[config.mk]
export PLATFORM = sky130hd
export DESIGN_NAME = rtc_calendar
export DESIGN_NICKNAME = d
export VERILOG_FILES = /design/src/rtl/rtc_cal_pkg.sv /design/src/rtl/rtc_cal_ctrl.sv /design/src/rtl/rtc_cal_datapath.sv /design/src/rtl/rtc_calendar.sv
export SDC_FILE = /design/constraint.sdc
export NUM_CORES = 1
export LEC_CHECK = 0
export ABC_AREA = 1
export BUFFER_PORTS_ARGS = -buffer_cell sky130_fd_sc_hd__buf_4
export CORE_MARGIN = 5
export CORE_UTILIZATION = 60
export CTS_CLUSTER_DIAMETER = 40
export DETAILED_ROUTE_END_ITERATION = 8
export PLACE_DENSITY_LB_ADDON = 0.2
export REMOVE_ABC_BUFFERS = 1
export SYNTH_ARGS = -nofsm -noshare
export SYNTH_HDL_FRONTEND = slang
export SYNTH_SLANG_ARGS = --single-unit
export TNS_END_PERCENT = 5
[constraint.sdc]
create_clock -name clk -period 2.4 [get_ports clk]
set_input_delay 0.24 -clock clk [delete_from_list [all_inputs] [get_ports clk]]
set_output_delay 0.24 -clock clk [all_outputs]
set_load 0.02 [all_outputs]
[src/rtl/rtc_cal_pkg.sv]
package rtc_cal_pkg;
  parameter int DATA_W = 16;
  parameter int SEC_W = 6;
  parameter int MIN_W = 6;
  parameter int HOUR_W = 5;
  parameter int DOM_W = 5;
  parameter int DOW_W = 3;
  parameter int MON_W = 4;
  parameter int YEAR_W = 7;
  parameter int NUM_FIELDS = 7;
  localparam int IDX_W = $clog2(NUM_FIELDS);

  typedef struct packed {
    logic [YEAR_W-1:0] year;
    logic [MON_W-1:0]  month;
    logic [DOW_W-1:0]  dow;
    logic [DOM_W-1:0]  dom;
    logic [HOUR_W-1:0] hour;
    logic [MIN_W-1:0]  min;
    logic [SEC_W-1:0]  sec;
  } calT;

  // control-to-datapath strobes
  typedef struct packed {
    logic             shadowWe;
    logic [IDX_W-1:0] fieldIdx;
    logic             commit;
  } strobeT;

  localparam calT RESET_CAL = '{year: '0, month: MON_W'(1), dow: '0,
                                dom: DOM_W'(1), hour: '0, min: '0, sec: '0};

  function automatic logic [DOM_W-1:0] daysInMonth(input logic [MON_W-1:0] m,
                                                    input logic [YEAR_W-1:0] y);
    case (m)
      MON_W'(2):  return (y[1:0] == 2'b00) ? DOM_W'(29) : DOM_W'(28);
      MON_W'(4), MON_W'(6), MON_W'(9), MON_W'(11): return DOM_W'(30);
      default:    return DOM_W'(31);
    endcase
  endfunction

  function automatic logic [DATA_W-1:0] fieldWord(input calT c, input logic [IDX_W-1:0] idx);
    case (idx)
      IDX_W'(0): return DATA_W'(c.sec);
      IDX_W'(1): return DATA_W'(c.min);
      IDX_W'(2): return DATA_W'(c.hour);
      IDX_W'(3): return DATA_W'(c.dom);
      IDX_W'(4): return DATA_W'(c.dow);
      IDX_W'(5): return DATA_W'(c.month);
      IDX_W'(6): return DATA_W'(c.year);
      default:   return '0;
    endcase
  endfunction
endpackage

[src/rtl/rtc_cal_ctrl.sv]
module rtc_cal_ctrl
  import rtc_cal_pkg::*;
#(
  parameter int ADDR_W = 8,
  parameter int BUSY_CYCLES = 4,
  parameter int BUSY_BIT = 6,
  parameter int TIME_BASE = 'h0A,
  parameter int TRIG_ADDR = 'h3C,
  parameter int STAT_ADDR = 'h00
) (
  input  logic              clk,
  input  logic              rstN,
  input  logic [ADDR_W-1:0] busAddr,
  input  logic              busWrEn,
  input  logic [DATA_W-1:0] busWrData,
  input  logic [DATA_W-1:0] liveWord,
  output logic [DATA_W-1:0] busRdData,
  output logic              busy,
  output strobeT            strobes
);
  localparam int CNT_W = $clog2(BUSY_CYCLES + 1);
  localparam int WA_W = ADDR_W - 1;
  localparam logic [WA_W-1:0] TIME_WORD = WA_W'(TIME_BASE / 2);
  localparam logic [WA_W-1:0] TRIG_WORD = WA_W'(TRIG_ADDR / 2);
  localparam logic [WA_W-1:0] STAT_WORD = WA_W'(STAT_ADDR / 2);

  logic [WA_W-1:0] wordAddr;
  logic [WA_W-1:0] relWord;
  logic            isTime;
  logic            isTrig;
  logic            isStat;
  logic            trigger;
  logic [CNT_W-1:0] busyCnt;
  logic            unusedBits;

  assign wordAddr = busAddr[ADDR_W-1:1];
  assign unusedBits = busAddr[0] ^ (^busWrData[DATA_W-1:1]);
  assign relWord  = wordAddr - TIME_WORD;
  assign isTime   = (wordAddr >= TIME_WORD) && (relWord < WA_W'(NUM_FIELDS));
  assign isTrig   = (wordAddr == TRIG_WORD);
  assign isStat   = (wordAddr == STAT_WORD);

  assign busy    = (busyCnt != '0);
  assign trigger = busWrEn && isTrig && busWrData[0] && !busy;

  always_ff @(posedge clk or negedge rstN) begin
    if (!rstN) begin
      busyCnt <= '0;
    end else if (trigger) begin
      busyCnt <= CNT_W'(BUSY_CYCLES);
    end else if (busy) begin
      busyCnt <= busyCnt - 1'b1;
    end
  end

  always_comb begin
    strobes.shadowWe = busWrEn && isTime && !busy;
    strobes.fieldIdx = relWord[IDX_W-1:0];
    strobes.commit   = (busyCnt == CNT_W'(1));
  end

  always_comb begin
    busRdData = '0;
    if (isStat) begin
      busRdData[BUSY_BIT] = busy;
    end else if (isTime) begin
      busRdData = liveWord;
    end
  end
endmodule

[src/rtl/rtc_cal_datapath.sv]
module rtc_cal_datapath
  import rtc_cal_pkg::*;
(
  input  logic              clk,
  input  logic              rstN,
  input  logic              secTick,
  input  strobeT            strobes,
  input  logic [DATA_W-1:0] wrData,
  output logic [DATA_W-1:0] liveWord,
  output calT               liveCal
);
  calT shadowCal;
  calT nextCal;
  logic unusedHigh;

  assign unusedHigh = ^wrData[DATA_W-1:YEAR_W];

  // one-second advance with carries through the calendar
  always_comb begin
    nextCal = liveCal;
    if (liveCal.sec >= SEC_W'(59)) begin
      nextCal.sec = '0;
      if (liveCal.min >= MIN_W'(59)) begin
        nextCal.min = '0;
        if (liveCal.hour >= HOUR_W'(23)) begin
          nextCal.hour = '0;
          nextCal.dow = (liveCal.dow >= DOW_W'(6)) ? '0 : liveCal.dow + 1'b1;
          if (liveCal.dom >= daysInMonth(liveCal.month, liveCal.year)) begin
            nextCal.dom = DOM_W'(1);
            if (liveCal.month >= MON_W'(12)) begin
              nextCal.month = MON_W'(1);
              nextCal.year  = liveCal.year + 1'b1;
            end else begin
              nextCal.month = liveCal.month + 1'b1;
            end
          end else begin
            nextCal.dom = liveCal.dom + 1'b1;
          end
        end else begin
          nextCal.hour = liveCal.hour + 1'b1;
        end
      end else begin
        nextCal.min = liveCal.min + 1'b1;
      end
    end else begin
      nextCal.sec = liveCal.sec + 1'b1;
    end
  end

  always_ff @(posedge clk or negedge rstN) begin
    if (!rstN) begin
      shadowCal <= RESET_CAL;
    end else if (strobes.shadowWe) begin
      case (strobes.fieldIdx)
        IDX_W'(0): shadowCal.sec   <= wrData[SEC_W-1:0];
        IDX_W'(1): shadowCal.min   <= wrData[MIN_W-1:0];
        IDX_W'(2): shadowCal.hour  <= wrData[HOUR_W-1:0];
        IDX_W'(3): shadowCal.dom   <= wrData[DOM_W-1:0];
        IDX_W'(4): shadowCal.dow   <= wrData[DOW_W-1:0];
        IDX_W'(5): shadowCal.month <= wrData[MON_W-1:0];
        IDX_W'(6): shadowCal.year  <= wrData[YEAR_W-1:0];
        default: ;
      endcase
    end
  end

  // commit has priority: a coincident tick is dropped
  always_ff @(posedge clk or negedge rstN) begin
    if (!rstN) begin
      liveCal <= RESET_CAL;
    end else if (strobes.commit) begin
      liveCal <= shadowCal;
    end else if (secTick) begin
      liveCal <= nextCal;
    end
  end

  assign liveWord = fieldWord(liveCal, strobes.fieldIdx);
endmodule

[src/rtl/rtc_calendar.sv]
module rtc_calendar
  import rtc_cal_pkg::*;
#(
  parameter int ADDR_W = 8,
  parameter int BUSY_CYCLES = 4
) (
  input  logic              clk,
  input  logic              rstN,
  input  logic              secTick,
  input  logic [ADDR_W-1:0] busAddr,
  input  logic              busWrEn,
  input  logic [DATA_W-1:0] busWrData,
  output logic [DATA_W-1:0] busRdData
);
  strobeT            strobes;
  logic              busyFlag;
  logic [DATA_W-1:0] liveWord;
  calT               liveCal;

  rtc_cal_ctrl #(.ADDR_W(ADDR_W), .BUSY_CYCLES(BUSY_CYCLES)) ctrl (
    .clk(clk), .rstN(rstN), .busAddr(busAddr), .busWrEn(busWrEn),
    .busWrData(busWrData), .liveWord(liveWord), .busRdData(busRdData),
    .busy(busyFlag), .strobes(strobes)
  );

  rtc_cal_datapath dpath (
    .clk(clk), .rstN(rstN), .secTick(secTick), .strobes(strobes),
    .wrData(busWrData), .liveWord(liveWord), .liveCal(liveCal)
  );
endmodule

==> metrics.md <==
| Metric | Value |
|---|---|
| Layout Cells excl Fill | 741 |
| # setup viols final | 0 |
| Clock skew | 0.00619 ns |
| Worst EP arrival | 2.57 ns |
| Synth warn | 0 |
| Initial antenna violation count | 0 |
| Startpoint types | flip-flop |
| DRC Markers | 0 |
| Tightest Pin Transition | 0.932 ns |
| Ordered list of cells on the worst path | buf_4 > ha_2 > o21ai_0 > nand2_1 > a21oi_2 > ha_1 > inv_1 > nand2_1 > nand2_1 > nand2_1 > nand2_2 > nand2_4 > nand2_2 > nor2_4 > nand3_1 > nand2_1 |
| Remaining global-route overflow | 0 |
| Max Cap Violations | 0 |
| Cts bufs inserted | 9 |
| Dpl ws | -0.0495 ns |
| Drt initial violations | 224 |
| Placed insts | 727 |
| H-Tree Depth | 3 |
| Power density over the cells | 759 nW/um^2 |
| Antenna-violating nets left | 0 |
| Design area | 5150 um^2 |
| Clk sinks | 75 |
| Period utilisation layout | 95.6% |
| Clock root cell | clkbuf_8 |
| Gpl congestion | 0.901 |
| Rel. slew slack | 37.9% |
| HP Class | in -> async |
| RSZ-0062 raised after global routing | yes |
| CTS tree | built |
| Reg-to-reg endpoint | dpath.liveCal[30] |
| WP buf/inv | 2 |
| CTS Buffer Depth | 2 |
| Clock slew at reported path FFs | 0.07 ns |
| Total power | 3.91 mW |
| Status | completed |
| DR vias | 4215 |
| Row count | 32 |
| Largest net degree at the start of global routing | 76 |
| Slowest stage delay, CP | 0.54 ns |
| IO Pins | 44 |
| Postcts setup bufs | 0 |
| Number of antenna diodes | 0 |
| Peak supply drop | 0.473 mV |
| Worst hold margin | 0.0192 ns |
| Syn_area_per_cell | 7.61 um^2 |
| DRT Pass-1 Iters | 5 |
| Critical path depth in cells | 16 |
| Synthesized area | 4600 um^2 |
| Setup CP Type | reg -> reg |
| P_leak | 2.62 nW |
| Gr usage total | 24.3% |
| Setup_tns | 0 ns |
| Die ar. | 9510 um^2 |
| Crit path max fanout | 7 |
| Final WS setup | 0.105 ns |
| Vias per cell | 5.69 |
| CP required | 2.68 ns |
| IO buf count | 24 |
| Fin util | 67.7% |
| Worst-case reg-to-reg path depth | 16 |
| Sequential area share after synthesis | 40.9% |
| Slowest cell on crit path | dfstp_2 |
| Final wirelength | 11200 um |
| Clk Latency, worst-skew pair | 0.34 ns |
| Avg WL per Cell | 15.2 um |
| Cell count after synthesis | 604 |
| Detailed placement HPWL | 8260 um |
| NumNets Final | 685 |
| #FFs+latches synth | 75 |
| Starting utilization of the core area | 60.4% |
| First-pass GRT wire length | 18900 um |
| Share of layout cells above drive strength 1 | 13.6% |
| DIE WIDTH | 97.5 um |
| Worst r2r src | dpath.liveCal[25] |
| Unique masters post-synth | 44 |
| Post-DP Area | 4900 um^2 |
| Pins over their slew limit | 0 |
| Critical Path End Type | flip-flop |
| Critical path's top delay family | simple AND/OR/NAND/NOR gates |
| Die Y-Extent | 97.5 um |
| Area Overhead vs Synth | 12.0% |
| Core area | 7610 um^2 |
| Vias in the first global route | 4029 |
| Min cycle time layout | 2.30 ns |
| Final Hold Vio Count | 0 |
| Max Fclk | 0.436 GHz |
| CP dominant cell by count | nand2_1 |
| Worst R2R Setup Slack | 0.10 ns |
[state kept, by name, summed over array words and instances (netlist names)]
name             flops
ctrl.busyCnt         3
dpath.liveCal       36
dpath.shadowCal     36
[what timing repair did]
action / 4_1_cts / 5_1_grt
hold endpoints to repair: 0 / 0
pin swaps: 1 / 3
hold buffers: 0 / 0
setup endpoints to repair: 11 / 15
resized for setup: 2 / 12
[synth_stat cells, drive strengths merged]
cell type | n | area (um^2)
nand3 | 40 | 218
xnor2 | 3 | 26.3
nor2 | 28 | 146
o2bb2ai | 3 | 26.3
or2 | 2 | 12.5
inv | 47 | 176
o21bai | 3 | 22.5
xor2 | 9 | 78.8
a22oi | 1 | 7.51
nand2 | 220 | 843
o221ai | 2 | 17.5
dfstp | 4 | 105
ha | 21 | 263
o21ai | 39 | 206
o22ai | 5 | 31.3
a31oi | 3 | 18.8
nand3b | 3 | 22.5
a21boi | 1 | 7.51
clkinv | 3 | 11.3
conb | 1 | 3.75
a21oi | 14 | 81.3
clkbuf | 5 | 18.8
o21a | 1 | 7.51
and3 | 1 | 6.26
dfrtp | 71 | 1780
buf | 22 | 140
o211ai | 3 | 22.5
nor3 | 6 | 30.0
nand4 | 43 | 269
[per-layer routing]
layer	GRT usage, %	up-vias	wire length, um
met5	0	-	0
met4	9.69	0	260
met3	5.03	26	760
met2	39.0	152	5400
met1	32.1	1987	4820
li1	-	2050	-
[worst reg2reg max path, cell delays in order, from the launching register on]
cell and delay [ns]:
dfstp_2 0.54, buf_4 0.13, ha_2 0.18, o21ai_0 0.08, nand2_1 0.09, a21oi_2 0.05
ha_1 0.28, inv_1 0.03, nand2_1 0.05, nand2_1 0.05, nand2_1 0.07, nand2_2 0.10
nand2_4 0.10, nand2_2 0.09, nor2_4 0.22, nand3_1 0.10, nand2_1 0.08
[power by group]
part	total (mW)	leakage [nW]	switching (mW)	internal [mW]
Clock	0.992	0.104	0.439	0.553
Sequential	1.65	1.01	0.190	1.46
Combinational	1.27	1.51	0.824	0.446
Total	3.91	2.62	1.45	2.45
[how the worst max path moves through the flow]
stage                                  from                end  slack (ns)
after floorplan                  busAddr[1]       busRdData[0]        0.02
after global placement    dpath.liveCal[25]  dpath.liveCal[34]        0.10
after detailed placement  dpath.liveCal[25]  dpath.liveCal[33]       -0.05
after CTS                 dpath.liveCal[25]  dpath.liveCal[25]       0.002
after global routing      dpath.liveCal[30]  dpath.liveCal[32]       -0.03
final                     dpath.liveCal[25]  dpath.liveCal[30]        0.10
[cell type report]
type	count	area, um^2
multi-input cells	460	2450
repair buffers	40	300
clock inverters	2	35.0
clock buffers	12	165
inverters	50	188
flip-flops and latches	75	1880
fillers	654	2460
well taps	102	128
[cells by family after synthesis]
| logic type | share of synthesized area (%) |
|---|---|
| and+or+nand+nor | 33.7 |
| DFF | 40.9 |
| AOI/OAI and AO/OA | 9.77 |
| adders and majority gates | 5.72 |
| buffers and inverters | 7.54 |
| other | 0.0816 |
| xor gates and xnor gates | 2.29 |
[cells in the final DEF (no fill, tap or decap), drive strengths merged, types with 2 or more instances in the layout]
cell,count
dfstp,4
xor2,9
clkinv,4
nand3b,3
o21bai,3
o21ai,39
buf,40
o221ai,2
nor2,28
conb,9
nand2,220
nand4,43
inv,47
ha,21
o2bb2ai,3
or2,2
clkbuf,12
dfrtp,71
nand3,40
o211ai,3
xnor2,3
a31oi,3
nor3,6
o22ai,5
a21oi,14
Note: power is estimated with default switching activity, not from simulation.
